`src/rtl/pwm_bank_pkg.sv`:
```
package pwm_bank_pkg;
  localparam int MAX_CH     = 16;
  localparam int A_PRESCALE = 0;
  localparam int A_PERIOD   = 1;
  localparam int A_CH_BASE  = 2;
  localparam int A_SYNC     = A_CH_BASE + 2 * MAX_CH;

  typedef struct packed {
    logic rise;
    logic fall;
  } edge_we_t;
endpackage

```
`src/rtl/pwm_timebase.sv`:
```
module pwm_timebase #(
  parameter int CW = 16,
  parameter int PW = 8
) (
  input  logic          clk,
  input  logic          rst_n,
  input  logic [PW-1:0] prescale,
  input  logic [CW-1:0] period,
  output logic [CW-1:0] cnt,
  output logic          pstart
);
  logic [PW-1:0] pre_q;
  logic [CW-1:0] cnt_q;
  logic          tick;

  assign tick   = (pre_q >= prescale);
  assign pstart = tick && (cnt_q >= period);
  assign cnt    = cnt_q;

  always_ff @(posedge clk) begin
    if (!rst_n) begin
      pre_q <= '0;
      cnt_q <= '0;
    end else begin
      pre_q <= tick ? '0 : pre_q + 1'b1;
      if (tick) cnt_q <= (cnt_q >= period) ? '0 : cnt_q + 1'b1;
    end
  end

  // the counter only moves on a tick
  p_hold_between_ticks_r1: assert property (@(posedge clk) disable iff (!rst_n)
    !tick |=> $stable(cnt_q));
  // a period start always lands the counter on zero
  p_wrap_to_zero_r2: assert property (@(posedge clk) disable iff (!rst_n)
    pstart |=> (cnt_q == '0));
  // a tick without a wrap increments the counter by one
  p_step_one_r1: assert property (@(posedge clk) disable iff (!rst_n)
    (tick && !pstart) |=> (cnt_q == $past(cnt_q) + 1'b1));
endmodule

```
`src/rtl/pwm_chan.sv`:
```
module pwm_chan
  import pwm_bank_pkg::*;
#(
  parameter int CW         = 16,
  parameter bit HAS_SHADOW = 1'b1
) (
  input  logic          clk,
  input  logic          rst_n,
  input  logic [CW-1:0] cnt,
  input  logic          pstart,
  input  logic          sync_en,
  input  edge_we_t      we,
  input  logic [CW-1:0] wdata,
  output logic [CW-1:0] rd_rise,
  output logic [CW-1:0] rd_fall,
  output logic          pwm
);
  logic [CW-1:0] act_rise, act_fall;

  generate
    if (HAS_SHADOW) begin : g_shadow
      logic [CW-1:0] pend_rise, pend_fall;

      always_ff @(posedge clk) begin
        if (!rst_n) begin
          pend_rise <= '0;
          pend_fall <= '0;
        end else begin
          if (we.rise) pend_rise <= wdata;
          if (we.fall) pend_fall <= wdata;
        end
      end

      // an immediate write wins over the period-start copy
      always_ff @(posedge clk) begin
        if (!rst_n) begin
          act_rise <= '0;
          act_fall <= '0;
        end else begin
          if (we.rise && !sync_en) act_rise <= wdata;
          else if (pstart)         act_rise <= pend_rise;
          if (we.fall && !sync_en) act_fall <= wdata;
          else if (pstart)         act_fall <= pend_fall;
        end
      end

      assign rd_rise = pend_rise;
      assign rd_fall = pend_fall;

      // in period-aligned mode the active edges move only at a period start
      p_sync_hold_r4: assert property (@(posedge clk) disable iff (!rst_n)
        (sync_en && !pstart) |=> ($stable(act_rise) && $stable(act_fall)));
      // a write is visible on read-back on the next clock
      p_pending_read_r4: assert property (@(posedge clk) disable iff (!rst_n)
        we.rise |=> (rd_rise == $past(wdata)));
      // an immediate-mode write is active on the next clock
      p_async_now_r5: assert property (@(posedge clk) disable iff (!rst_n)
        (we.fall && !sync_en) |=> (act_fall == $past(wdata)));
      // a period start with no write copies pending into active
      p_copy_at_start_r9: assert property (@(posedge clk) disable iff (!rst_n)
        (pstart && !we.rise) |=> (act_rise == $past(pend_rise)));
    end else begin : g_direct
      logic unused_direct;
      assign unused_direct = sync_en ^ pstart;

      always_ff @(posedge clk) begin
        if (!rst_n) begin
          act_rise <= '0;
          act_fall <= '0;
        end else begin
          if (we.rise) act_rise <= wdata;
          if (we.fall) act_fall <= wdata;
        end
      end

      assign rd_rise = act_rise;
      assign rd_fall = act_fall;

      // without a pending copy every write is immediate
      p_direct_write_r6: assert property (@(posedge clk) disable iff (!rst_n)
        we.rise |=> (act_rise == $past(wdata)));
    end
  endgenerate

  assign pwm = (cnt >= act_rise) && (cnt < act_fall);
endmodule

```
`src/rtl/pwm_regif.sv`:
```
module pwm_regif
  import pwm_bank_pkg::*;
#(
  parameter int              NCH         = 16,
  parameter int              CW          = 16,
  parameter int              PW          = 8,
  parameter int              AW          = 8,
  parameter int              DW          = 32,
  parameter logic [MAX_CH-1:0] SHADOW_MASK = '1
) (
  input  logic                    clk,
  input  logic                    rst_n,
  input  logic                    psel,
  input  logic                    penable,
  input  logic                    pwrite,
  input  logic [AW-1:0]           paddr,
  input  logic [DW-1:0]           pwdata,
  output logic [DW-1:0]           prdata,
  output logic [PW-1:0]           prescale,
  output logic [CW-1:0]           period,
  output logic [NCH-1:0]          sync_en,
  output logic [NCH-1:0]          we_rise,
  output logic [NCH-1:0]          we_fall,
  output logic [CW-1:0]           wdata,
  input  logic [NCH-1:0][CW-1:0]  rd_rise,
  input  logic [NCH-1:0][CW-1:0]  rd_fall
);
  localparam logic [NCH-1:0] SYNC_MASK = SHADOW_MASK[NCH-1:0];

  logic          wr;
  logic [PW-1:0] prescale_q;
  logic [CW-1:0] period_q;
  logic [NCH-1:0] sync_q;
  logic          unused_hi;

  assign wr        = psel && penable && pwrite;
  assign wdata     = pwdata[CW-1:0];
  assign unused_hi = ^pwdata;
  assign prescale  = prescale_q;
  assign period    = period_q;
  assign sync_en   = sync_q;

  generate
    for (genvar g = 0; g < NCH; g++) begin : g_dec
      assign we_rise[g] = wr && (paddr == AW'(A_CH_BASE + 2 * g));
      assign we_fall[g] = wr && (paddr == AW'(A_CH_BASE + 2 * g + 1));
    end
  endgenerate

  always_ff @(posedge clk) begin
    if (!rst_n) begin
      prescale_q <= '0;
      period_q   <= '0;
      sync_q     <= '0;
    end else if (wr) begin
      if (paddr == AW'(A_PRESCALE)) prescale_q <= pwdata[PW-1:0];
      if (paddr == AW'(A_PERIOD))   period_q   <= pwdata[CW-1:0];
      if (paddr == AW'(A_SYNC))     sync_q     <= pwdata[NCH-1:0] & SYNC_MASK;
    end
  end

  always_comb begin
    prdata = '0;
    if (paddr == AW'(A_PRESCALE)) prdata[PW-1:0]  = prescale_q;
    if (paddr == AW'(A_PERIOD))   prdata[CW-1:0]  = period_q;
    if (paddr == AW'(A_SYNC))     prdata[NCH-1:0] = sync_q;
    for (int i = 0; i < NCH; i++) begin
      if (paddr == AW'(A_CH_BASE + 2 * i))     prdata[CW-1:0] = rd_rise[i];
      if (paddr == AW'(A_CH_BASE + 2 * i + 1)) prdata[CW-1:0] = rd_fall[i];
    end
  end

  // configuration is untouched without a full write access
  p_cfg_hold_r10: assert property (@(posedge clk) disable iff (!rst_n)
    !(psel && penable && pwrite) |=> ($stable(period_q) && $stable(prescale_q) && $stable(sync_q)));
  // mode bits of channels without a pending copy never become set
  p_sync_unbuilt_r6: assert property (@(posedge clk) disable iff (!rst_n)
    (wr && paddr == AW'(A_SYNC)) |=> ((sync_en & ~SYNC_MASK) == '0));
endmodule

```
`src/rtl/pwm_bank.sv`:
```
module pwm_bank
  import pwm_bank_pkg::*;
#(
  parameter int              NCH         = 16,
  parameter int              CW          = 16,
  parameter int              PW          = 8,
  parameter int              AW          = 8,
  parameter int              DW          = 32,
  parameter logic [MAX_CH-1:0] SHADOW_MASK = 16'hFFFF
) (
  input  logic           clk,
  input  logic           rst_n,
  input  logic           psel,
  input  logic           penable,
  input  logic           pwrite,
  input  logic [AW-1:0]  paddr,
  input  logic [DW-1:0]  pwdata,
  output logic [DW-1:0]  prdata,
  output logic [NCH-1:0] pwm_out
);
  logic [PW-1:0]          prescale;
  logic [CW-1:0]          period;
  logic [CW-1:0]          cnt;
  logic                   pstart;
  logic [NCH-1:0]         sync_en;
  logic [NCH-1:0]         we_rise, we_fall;
  logic [CW-1:0]          wdata;
  logic [NCH-1:0][CW-1:0] rd_rise, rd_fall;

  pwm_timebase #(.CW(CW), .PW(PW)) u_tb (
    .clk(clk), .rst_n(rst_n), .prescale(prescale), .period(period),
    .cnt(cnt), .pstart(pstart)
  );

  pwm_regif #(
    .NCH(NCH), .CW(CW), .PW(PW), .AW(AW), .DW(DW), .SHADOW_MASK(SHADOW_MASK)
  ) u_regs (
    .clk(clk), .rst_n(rst_n), .psel(psel), .penable(penable), .pwrite(pwrite),
    .paddr(paddr), .pwdata(pwdata), .prdata(prdata), .prescale(prescale),
    .period(period), .sync_en(sync_en), .we_rise(we_rise), .we_fall(we_fall),
    .wdata(wdata), .rd_rise(rd_rise), .rd_fall(rd_fall)
  );

  generate
    for (genvar g = 0; g < NCH; g++) begin : g_ch
      edge_we_t we_g;
      assign we_g.rise = we_rise[g];
      assign we_g.fall = we_fall[g];

      pwm_chan #(.CW(CW), .HAS_SHADOW(SHADOW_MASK[g])) u_ch (
        .clk(clk), .rst_n(rst_n), .cnt(cnt), .pstart(pstart),
        .sync_en(sync_en[g]), .we(we_g), .wdata(wdata),
        .rd_rise(rd_rise[g]), .rd_fall(rd_fall[g]), .pwm(pwm_out[g])
      );
    end
  endgenerate

  // all outputs are low on the first clock after reset
  p_reset_low_r7: assert property (@(posedge clk)
    !rst_n |=> (pwm_out == '0));
endmodule

```
`config.mk`:
```
export PLATFORM = sky130hd
export DESIGN_NAME = pwm_bank
export DESIGN_NICKNAME = d
export VERILOG_FILES = /design/src/rtl/pwm_bank_pkg.sv /design/src/rtl/pwm_timebase.sv /design/src/rtl/pwm_chan.sv /design/src/rtl/pwm_regif.sv /design/src/rtl/pwm_bank.sv
export SDC_FILE = /design/constraint.sdc
export NUM_CORES = 2
export LEC_CHECK = 0
export BUFFER_PORTS_ARGS = -buffer_cell sky130_fd_sc_hd__buf_2
export CAP_MARGIN = 20
export CORE_MARGIN = 2
export CORE_UTILIZATION = 40
export CTS_CLUSTER_DIAMETER = 100
export DETAILED_ROUTE_END_ITERATION = 6
export SLEW_MARGIN = 40
export SYNTH_ARGS = -nofsm -noshare
export SYNTH_HDL_FRONTEND = slang
export SYNTH_SLANG_ARGS = --single-unit
```
`constraint.sdc`:
```
create_clock -name clk -period 4.1 [get_ports clk]
set_clock_uncertainty 0.15 [all_clocks]
set_input_delay 0.615 -clock clk [delete_from_list [all_inputs] [get_ports clk]]
set_output_delay 0.615 -clock clk [all_outputs]
set_load 0.02 [all_outputs]
```
==> metrics.log <==
INFO  metric grt_pass1_vias = approximately 54,000
INFO  metric timing.critical_path.arrival = between 3 and 4 ns
INFO  metric syn-cell-area = about 62,000 µm²
INFO  metric dieArea = ~160,000 µm²
INFO  metric hpwl = about 180,000 µm
INFO  metric area_growth_syn_to_layout = 16.6%
INFO  metric slew_violations = 0
INFO  metric failed_checks = setup timing
INFO  metric synthesis.area_per_instance = ~8 µm²
INFO  metric rows = roughly 140
INFO  metric design.final.nets = between 8,000 and 9,000
INFO  metric timing.critical_path.fanout_max = 5
INFO  metric drc = 0
INFO  metric cts_tree = built
INFO  metric hold_violations = 0
INFO  metric timing.critical_path.to_type = output port
INFO  metric number_of_standard_cells_after_synthesis = 7,660
INFO  metric cts.htree.levels = 4
INFO  metric post-route-period-util = 100%
INFO  metric cell_chain_critical_path = buf_6 > ha_4 > a21boi_2 > o21a_1 > o21ai_2 > a21oi_2 > o41a_1 > a211oi_4 > buf_6
INFO  metric worstHoldStart = rst_n
INFO  metric start_kind = register
INFO  metric worstSetupStartpoint = u_tb.cnt[1]
INFO  metric p_total = between 0.02 and 0.025 W
INFO  metric sequential_element_share_of_the_synthesized_area = between 30% and 40%
INFO  metric power.leakage = 24.7 nW
INFO  metric grt_remaining_overflow = 0
INFO  metric fmax = 244 MHz
INFO  metric drt_pass1_iterations = 5
INFO  metric synth_seq_cells = ~1,100
INFO  metric insertion_delay = about 0.81 ns
INFO  metric grt_start_max_net_pins = between 150 and 200
INFO  metric grt_first_pass_wirelength = 378,000 µm
INFO  metric port-buffer-count = 60
INFO  metric gr-usage-all-layers = approximately 32%
INFO  metric number_of_enable_flip_flop_cells_after_synthesis = 0
INFO  metric hp-class = primary input to register
INFO  metric ys_warn_count = 0
INFO  metric core-area = 154,000 µm²
INFO  metric async_reset_ff_share = 0%
INFO  metric power-per-cell-area = 332 nW/µm²
INFO  metric routed-via-count = 57,800
INFO  metric post-route-worst-setup-slack = -0.00521 ns
INFO  metric route.detailed.vias_per_inst = 5.86
INFO  metric cts-root-to-sink-buffers = 3
INFO  metric number_of_clock_sinks = roughly 1,100
INFO  metric synthDistinctLibCells = 80
INFO  metric clk_pin_slew = roughly 0.060 ns
INFO  metric grt_setup_unrepaired = yes
INFO  metric setup_violations = 2
INFO  metric worstSetupPathType = register to output port
INFO  metric post_route_cells_drive_above_1_share = 12.2%
INFO  metric drt-wirelength-per-cell = 26.7 µm
INFO  metric num_io_pins = between 90 and 100
INFO  metric crit_top_cell = buf_6
INFO  metric grt_antenna_before_repair = 6
INFO  metric timing.slew.headroom = 37.5%
INFO  metric run_status = finished, violations left
INFO  metric dieHeight = approximately 400 µm
INFO  metric worst-endpoint-required = between 3 and 4 ns
INFO  metric transition_time_of_the_tightest_slew_check_pin = roughly 0.94 ns
INFO  metric drv_cap = 0
INFO  metric die_x = slightly below 400 µm
INFO  metric routed_wirelength = 263,000 µm
INFO  metric whs = between 0.08 and 0.09 ns
INFO  metric critical-path-max-stage-delay = between 0.6 and 0.7 ns
INFO  metric launching_point_of_the_worst_reg2reg_path = u_tb.cnt[10]
INFO  metric dr.first_iter.drc_count = between 6,000 and 7,000
INFO  metric post-route-min-period = approximately 4 ns
INFO  metric most_used_flip_flop_cell_after_synthesis = dfxtp_1
INFO  metric gp_congestion = about 1.0
INFO  metric cts.root.buffer_cell = clkbuf_16
INFO  metric antenna_viol_nets_final = 0
INFO  metric tritoncts.num_buffers = around 130
INFO  metric critical_path.slowest_cell = a211oi_4
INFO  metric initial_utilization = between 40% and 50%
INFO  metric vdd.ir_drop.worst = between 0.4 and 0.5 mV
[report_power, final]
| group | switching (W) | leakage (nW) | internal (W) | total [W] |
|---|---|---|---|---|
| Sequential | 0.00000414 | 8.77 | 0.0106 | 0.0106 |
| Combinational | 0.000972 | 13.8 | 0.000385 | 0.00136 |
| Clock | 0.00515 | 2.16 | 0.00695 | 0.0121 |
[timing repair]
action	CTS	global route
hold buffers	0	0
gates cloned	1	0
pin swaps	18	42
gates resized for setup	107	145
setup buffers	32	9
endpoints found under the setup margin	28	29
[cell usage in the layout (no fill, tap or decap), drive strengths merged, types with 46 or more instances in the layout]
cell / netlist / routed
nand3: 74 / 74
nand2: 1295 / 1295
o21ai: 676 / 676
nor2b: 46 / 46
nor2: 179 / 179
a211oi: 69 / 69
inv: 522 / 530
o22ai: 73 / 73
ha: 522 / 522
or3: 46 / 46
nor3: 67 / 67
mux2i: 583 / 583
buf: 168 / 527
clkbuf: 461 / 205
dfxtp: 1088 / 1088
a21o: 66 / 66
o21a: 52 / 52
a21oi: 765 / 765
a21boi: 471 / 471
[registers in the layout, indices dropped and copies added (netlist names)]
| register | count |
|---|---|
| u_tb.pre_q | 8 |
| u_regs.sync_en | 16 |
| g_ch.u_ch.act_fall | 256 |
| g_ch.u_ch.act_rise | 256 |
| u_regs.period | 16 |
| g_ch.u_ch.rd_rise | 256 |
| g_ch.u_ch.rd_fall | 256 |
| u_tb.cnt | 16 |
| u_regs.prescale | 8 |
[cell usage after synthesis, types with 22 or more instances]
cell / count / area share [%]
o21ai_0: 639 / 5.2
inv_1: 521 / 3.2
nand3_1: 74 / 0.60
ha_1: 522 / 11
o211ai_1: 31 / 0.38
a2111oi_0: 23 / 0.32
a221oi_1: 26 / 0.37
nor2_1: 172 / 1.0
o2111ai_1: 27 / 0.38
or3_1: 46 / 0.46
clkbuf_1: 460 / 2.8
nand4_1: 37 / 0.37
a21o_1: 66 / 0.80
a21boi_0: 467 / 5.7
mux2i_1: 583 / 9.4
o21ai_1: 37 / 0.30
dfxtp_1: 1088 / 35
a211oi_1: 69 / 0.84
buf_4: 38 / 0.46
buf_2: 116 / 0.94
nand2_1: 1295 / 7.8
a22oi_1: 22 / 0.27
a21oi_1: 765 / 6.2
nor3_1: 58 / 0.47
nor2b_1: 46 / 0.46
nand2b_1: 38 / 0.38
o21a_1: 52 / 0.63
o22ai_1: 73 / 0.74
mux2_2: 26 / 0.47
[metrics by stage]
| step | TNS, ns | worst slack (ns) | area, µm² | util, % | cells |
|---|---|---|---|---|---|
| after floorplan | 0 | 0.557 | 62000 | - | 7675 |
| after global placement | -2.33 | -0.665 | 66200 | 43.0 | 9578 |
| after detailed placement | -2.19 | -0.638 | 66300 | 43.0 | 9578 |
| after CTS | -0.0866 | -0.0361 | 71500 | 46.4 | 9846 |
| after global routing | -0.100 | -0.0371 | 72300 | 46.9 | 9854 |
| final | -0.00853 | -0.00521 | 72300 | 46.9 | 9861 |
[layer usage]
metal / global-route usage, % / share of wire, % / up-vias
met4: 15.8 / 5.5 / 2
met1: 43.6 / 43 / 28000
met3: 5.69 / 8.1 / 538
li1: - / - / 26800
met2: 49.9 / 44 / 2421
met5: 0 / 0.0042 / -
[final timing paths]
kind         cells after the start                         to  slack, ns
max                              9                pwm_out[14]     -0.005
min                              3  g_ch[4].u_ch.act_rise[11]       0.09
max reg2reg                     10  g_ch[11].u_ch.act_rise[5]       0.54
min reg2reg                      2         u_regs.sync_en[11]       0.32
[layout make-up]
cell class	instances	area (µm²)
Fill cell	14900	81800
Multi-Input combinational cell	5433	36500
Sequential cell	1088	21800
Timing Repair Buffer	529	4930
Clock buffer	204	3930
Tap cell	2044	2560
Inverter	525	1980
Clock inverter	31	541
Antenna cell	7	17.5
[cells by family after synthesis]
| group | after synthesis | share of synthesized area, % |
|---|---|---|
| and+or+nand+nor | 1834 | 12.5 |
| xor gates and xnor gates | 16 | 0.226 |
| adders and majority gates | 522 | 10.5 |
| other | 1 | 0.00605 |
| DFF | 1088 | 35.1 |
| AOI/OAI and AO/OA | 2426 | 23.8 |
| buffers and inverters | 1154 | 7.50 |
| muxes | 619 | 10.3 |
[critical path, delay by kind of cell, from the launching register on]
kind	cells	cell delay, ns
compound gates	6	1.52
fa+ha+maj	1	0.19
buf+inv	2	0.36
flops	1	0.47
Note: power is estimated with default switching activity, not from simulation.
